### config.mk
export PLATFORM = sky130hd
export DESIGN_NAME = exc_regs
export DESIGN_NICKNAME = d
export VERILOG_FILES = /design/src/rtl/exc_regs.sv
export SDC_FILE = /design/constraint.sdc
export NUM_CORES = 1
export LEC_CHECK = 0
export BUFFER_PORTS_ARGS = -buffer_cell sky130_fd_sc_hd__buf_2
export CAP_MARGIN = 10
export CORE_AREA = 2 2 109 111
export DETAILED_ROUTE_END_ITERATION = 10
export DIE_AREA = 0 0 111 113
export GPL_TIMING_DRIVEN = 0
export HOLD_SLACK_MARGIN = 0.1
export PLACE_DENSITY = 0.74
export SLEW_MARGIN = 15
export SYNTH_ARGS = -nofsm -noshare
export SYNTH_HDL_FRONTEND = slang
export SYNTH_SLANG_ARGS = --single-unit
### constraint.sdc
create_clock -name clk -period 2.2 [get_ports clk]
set_clock_uncertainty 0.1 [all_clocks]
set_input_delay 0.33 -clock clk [delete_from_list [all_inputs] [get_ports clk]]
set_output_delay 0.33 -clock clk [all_outputs]
set_load 0.01 [all_outputs]
### src/rtl/exc_regs.sv
module exc_regs #(
  parameter logic [31:0] HANDLER_ADDR = 32'h8000_0080
) (
  input  logic        clk,
  input  logic        rst_n,
  input  logic        exc_take,
  input  logic [3:0]  exc_code,
  input  logic [31:0] exc_pc,
  input  logic        exc_pc_adv,
  input  logic [31:0] exc_addr,
  input  logic [4:0]  hw_irq,
  input  logic        eret,
  input  logic [1:0]  reg_sel,
  input  logic        reg_we,
  input  logic [31:0] reg_wdata,
  output logic [31:0] reg_rdata,
  output logic [31:0] handler_pc,
  output logic        irq_req
);

  logic [31:0] epc_q, bad_q;
  logic [3:0]  code_q;
  logic [4:0]  pend_q;
  logic [7:0]  mask_q;
  logic [5:0]  stk_q;

  wire addr_fault = (exc_code == 4'd4) || (exc_code == 4'd5);
  wire [31:0] cause_rd  = {16'b0, 1'b0, pend_q, 4'b0, code_q, 2'b0};
  wire [31:0] status_rd = {16'b0, mask_q, 2'b0, stk_q};

  always_ff @(posedge clk) begin
    if (!rst_n) begin
      epc_q  <= '0;
      bad_q  <= '0;
      code_q <= '0;
      pend_q <= '0;
      mask_q <= '0;
      stk_q  <= '0;
    end else begin
      pend_q <= hw_irq;
      if (exc_take) begin
        epc_q  <= exc_pc_adv ? exc_pc - 32'd4 : exc_pc;
        code_q <= exc_code;
        if (addr_fault) bad_q <= exc_addr;
        stk_q  <= {stk_q[3:0], 2'b00};
      end else if (eret) begin
        stk_q  <= {stk_q[5:4], stk_q[5:2]};
      end else if (reg_we) begin
        case (reg_sel)
          2'd0: epc_q  <= reg_wdata;
          2'd1: code_q <= reg_wdata[5:2];
          2'd2: bad_q  <= reg_wdata;
          default: begin
            mask_q <= reg_wdata[15:8];
            stk_q  <= reg_wdata[5:0];
          end
        endcase
      end
    end
  end

  always_comb begin
    case (reg_sel)
      2'd0:    reg_rdata = epc_q;
      2'd1:    reg_rdata = cause_rd;
      2'd2:    reg_rdata = bad_q;
      default: reg_rdata = status_rd;
    endcase
  end

  assign handler_pc = HANDLER_ADDR;
  assign irq_req    = stk_q[0] && |(pend_q & mask_q[4:0]);

endmodule


# Word-level counts from Yosys, hierarchy flattened
# Cells that the tools add are included.
[totals]
ff_bits = 87
output_inout_bits = 65
wordCells = 61
[classes]
n_addsub = 1
eq_ne = 9
muxes = 19
bitwise = 5
n_reduce_logical = 19
[op_table]
columns = ["cell", "n"]
rows = [
  ["$mux 32", 10],
  ["$pmux 32 s3", 1],
  ["$sub 32x3->32 const B", 1],
  ["$mux 6", 4],
  ["$mux 4", 4],
  ["$reduce_bool 2->1", 5],
  ["$reduce_and 3->1", 3],
  ["$eq 4x3->1 const B", 2],
  ["$reduce_and 4->1", 2],
  ["$ne 2x1->1 const B", 3],
  ["$and 5x5->5", 1],
  ["$reduce_or 5->1", 1],
  ["$not 1->1", 4],
  ["$reduce_and 2->1", 2],
  ["$ne 3x1->1 const B", 1],
  ["$reduce_bool 3->1", 1],
  ["$reduce_or 3->1", 1],
  ["$eq 2x1->1 const B", 1],
  ["$eq 2x2->1 const B", 1],
  ["$logic_not 2->1", 1],
  ["$ne 2x2->1 const B", 1],
  ["$reduce_or 2->1", 1],
  ["$logic_and 1x1->1", 1],
  ["$logic_or 1x1->1", 1],
]

# Depth between registers and ports, before layout
[depth]
depth_word = 6
mapped_depth = 8
ltp_nobuf = 7

# Worst setup path after synthesis
# Ideal clock, no wire load.
[synth_path]
kind = "input port to flip-flop"
start = "input port exc_pc[14]"
end = "register epc_q[18]"
setup_time_ps = 91
arrival_time_ps = 1844
setup_slack_ps = 165
cell_stages = 5
cell_sequence = "or3_4 or4_4 buf_6 or3_1 a311oi_1"
[synth_via]
elab_chain_len = 3
[synth_lines]
columns = ["item", "line", "rtl"]
rows = [
  ["from (decl)", "8", "input logic [31:0] exc_pc,"],
  ["$sub 32x3->32", "42", "epc_q <= exc_pc_adv ? exc_pc - 32'd4 : exc_pc;"],
  ["$mux 32", "42", ""],
  ["$mux 32", "41", "if (exc_take) begin"],
  ["to (signal assigned)", "42", ""],
  ["to (signal assigned)", "50", "2'd0: epc_q <= reg_wdata;"],
  ["to (decl)", "21", "logic [31:0] epc_q, bad_q;"],
]
# No other way between the ends.
# A chain may end at the register's enable or synchronous reset.

# Worst setup path after layout
[layout_path]
start = "input port exc_take"
end = "register bad_q[27]"
[layout_via]
elab_chain_len = 2
[layout_lines]
columns = ["item", "line", "rtl"]
rows = [
  ["from (decl)", "6", "input logic exc_take,"],
  ["$ne 2x1->1 (no source line) (tied with other cells)", "-", ""],
  ["$reduce_and 4->1 (no source line)", "-", ""],
  ["to (signal assigned)", "44", "if (addr_fault) bad_q <= exc_addr;"],
  ["to (signal assigned)", "52", "2'd2: bad_q <= reg_wdata;"],
  ["to (decl)", "21", ""],
]
# Parallel ways exist; a longest one is shown, timed or not.

==> run_results.csv <==
group,metric,value,unit
outcome,outcome,"completed",
grt,grt.overflow.total,0,
finish,fillerInstances,1014,
cts,clk_transition_reported_paths,0.06,ns
logic_synthesis,yosysWarnings,0,
floorplan,die-height,113,um
timing,setup_slack,0.0949,ns
drt,dr.first_iter.drc_count,298,
drt,via_per_inst,5.56,
pwr,p_int,3.10,mW
grt,grt_antenna_before_repair,1,
timing,final.min_clock_period,2.11,ns
worst_setup_path,critical-path-top-cell-by-count,"sky130_fd_sc_hd__clkbuf_1",
pwr,swShare,26.3,%
job,drv_cap,0,
worst_setup_path,critical_path_required,2.34,ns
cts,cts_root_buf,"sky130_fd_sc_hd__clkbuf_16",
logic_synthesis,cells_taking_the_most_area_after_synthesis,"sky130_fd_sc_hd__dfxtp_1 (33%), sky130_fd_sc_hd__mux2i_1 (15%), sky130_fd_sc_hd__nor2_1 (6.2%)",
logic_synthesis,synthAdderAreaFrac,0.238,%
grt,first_pass_grt_wire_length,25.8,mm
timing,post-route-period-util,95.7,%
logic_synthesis,synth-seq-area-share,33.2,%
drt,vias,5029,
timing,hold_viol,0,
cts,clkLatencyLatePin,0.34,ns
timing,worstMarginPinSlew,0.802,ns
min_path,hold_class,"input pin to flip-flop",
place,dpl.hpwl,12.5,mm
drt,totalWireLength,16.7,mm
cts,clock_buffers_created_by_tritoncts,9,
pwr,powerDensity,634,nW/um^2
worst_setup_path,worst_setup_path_start_kind,"input pin",
pwr,combPwrFrac,18.3,%
worst_setup_path,worst_path_max_delay_cell,"sky130_fd_sc_hd__o32ai_4",
grt,largest_net_degree_at_the_start_of_global_routing,15,
finish,area_growth,26.3,%
logic_synthesis,async_flop_share,0,%
logic_synthesis,synth_mux_area_share,23.7,%
finish,drive_above_1_share,33.3,%
grt,track_usage,26.0,%
logic_synthesis,yosys.cell_types.count,50,
worst_setup_path,flop_to_flop_setup_slack,1.09,ns
floorplan,ioPinCount,178,
floorplan,design.core.area,11300,sq um
logic_synthesis,share_of_the_synthesized_area_in_compound_gates_ao_oa_aoi_oai,13.5,%
cts,max_buffers_root_to_sink,2,
floorplan,initial_core_util,46.6,%
cts,clkSinkCount,87,
pwr,clockPowerShare,41.0,%
pwr,vdd_drop_max,0.358,mV
logic_synthesis,synth_flop_cell,"sky130_fd_sc_hd__dfxtp_1",
floorplan,rows,39,
logic_synthesis,synth_top_family_by_area,"multiplexers",
logic_synthesis,yosys.area.top_type,"sky130_fd_sc_hd__dfxtp_1",
timing,final_max_slew_viol_count,0,
pwr,net_sw_power,1.11,mW
finish,layout_common_cells,"sky130_fd_sc_hd__buf_2 (150), sky130_fd_sc_hd__nor2_1 (87), sky130_fd_sc_hd__dfxtp_1 (87)",
worst_setup_path,data_arrival_time_at_the_worst_slack_endpoint,2.25,ns
logic_synthesis,synth_edf_count,0,
logic_synthesis,ys_ff_latch,87,
finish,diodes,0,
finish,final_common_cell,"sky130_fd_sc_hd__buf_2",
cts,clock_tree_from_tritoncts,"yes",
timing,clock.fmax,475,MHz
timing,worst_slew_margin_rel,46.5,%
place,place_congestion,0.887,
worst_setup_path,timing.critical_path.to_type,"flip-flop",
drt,drc,0,
worst_setup_path,worstPathMaxFanout,10,
timing,finalSetupViolCount,0,
pwr,seqPwrFrac,40.7,%
floorplan,die_w,111,um
drt,post_drt_wl_per_cell,18.4,um
place,detailedPlace.worstSlack,-0.369,ns
finish,fin_util,58.8,%
worst_setup_path,critical_path_class,"input pin to flip-flop",
logic_synthesis,synthSimpleGateAreaFrac,16.2,%
pwr,leakage,2.90,nW
logic_synthesis,postSynthCellCount,574,
cts,cts_max_level,3,
finish,final_nets,871,
place,placement.io_buffers,141,
logic_synthesis,postSynthAreaPerCell,9.15,sq um
drt,firstDrtPassIters,4,
floorplan,floorplan.die_area,12500,sq um
timing,rsz0062_at_grt,"false",
grt,grt_pass1_vias,5082,
logic_synthesis,syn-cell-area,5250,sq um
worst_setup_path,critical_path.cell_chain,"clkbuf_1 > nand2_1 > o32ai_4 > clkbuf_1 > nor2_1 > a211oi_1",
logic_synthesis,synth_xor_xnor_area_share,4.67,%
worst_setup_path,critPathMaxStageDelay,0.49,ns
drt,final_antenna_net_count,0,
logic_synthesis,synth_top_cell_area_share,33.2,%
-- path summary, 6_finish.rpt --
path	startpoint	end	cells after the start
min	hw_irq[2]	pend_q[2]$_SDFF_PN0_	2
max reg2reg	epc_q[21]$_SDFFE_PN0P_	epc_q[21]$_SDFFE_PN0P_	3
max	exc_take	bad_q[27]$_SDFFE_PN0P_	6
min reg2reg	stk_q[1]$_SDFFE_PP0P_	stk_q[3]$_SDFFE_PN0P_	2
-- critical path, delay by kind of cell --
kind	cells	cell delay (ns)
AOI/OAI and AO/OA	2	0.75
buffers and inverters	2	0.84
and+or+nand+nor	2	0.30
-- logic make-up after synthesis --
group / Yosys count
XOR/XNOR: 28
multiplexers: 110
AO/OA/AOI/OAI: 113
adder cells (fa/ha/maj): 1
flip-flops: 87
buffers and inverters: 81
other: 2
AND/OR/NAND/NOR: 152
-- timing repair --
action	in CTS	in global routing
hold buffers	1	0
setup endpoints to repair	28	32
setup buffers	0	0
resized for setup	6	9
endpoints found under the hold margin	1	0
-- per-stage QoR --
step / setup TNS, ns / total power, mW / hold WS (ns) / std cells / area (sq um)
2_1_floorplan: 0 / 2.20 / 0.345 / 604 / 5370
3_3_place_gp: -21.65 / 2.48 / 0.361 / 888 / 6250
3_5_place_dp: -21.74 / 2.49 / 0.381 / 888 / 6250
4_1_cts: 0 / 4.18 / 0.102 / 905 / 6620
5_1_grt: 0 / 4.33 / 0.113 / 905 / 6630
6_report: 0 / 4.21 / 0.101 / 905 / 6630
-- cell usage after synthesis, drive strengths merged, types with 2 or more instances --
library cell,number
nor4,10
nor4b,2
nor3,6
conb,2
mux2,23
dfxtp,87
clkbuf,29
nand2,12
inv,4
o21ai,29
mux2i,78
nand4bb,2
or2,2
xnor2,20
a21oi,34
nor2,88
a211o,2
nor2b,4
or3,8
or4,4
a211oi,41
buf,48
xor2,8
and2,7
mux4,9
-- power groups by stage --
stage / clock [mW] / sequential, mW / combinational [mW]
final: 1.72 / 1.71 / 0.771
after global routing: 1.78 / 1.72 / 0.835
after CTS: 1.71 / 1.71 / 0.759
after detailed placement: 0 / 1.75 / 0.748
after global placement: 0 / 1.74 / 0.736
after floorplan: 0 / 1.73 / 0.469
-- cell type report --
cell class / count / area, sq um / area share, %
clock buffer: 12 / 267 / 4.02
inverter: 4 / 15.0 / 0.226
sequential: 87 / 1740 / 26.3
buffer: 77 / 439 / 6.62
multi-input combinational: 436 / 3200 / 48.2
tap: 143 / 179 / 2.70
timing repair buffer: 142 / 716 / 10.8
clock inverter: 4 / 76.3 / 1.15
-- flip-flops by register name, summed over array words and instances (netlist names) --
name	flops
bad_q	32
stk_q	6
epc_q	32
mask_q	8
code_q	4
pend_q	5
-- layer usage --
metal / track usage, % / wire length [um] / vias to the layer above
met5: 0 / 13 / -
met4: 13.6 / 672 / 2
met3: 4.50 / 1170 / 52
met2: 43.3 / 7770 / 230
met1: 32.6 / 7040 / 2383
li1: - / - / 2362
Power figures use the tool's default switching activity.
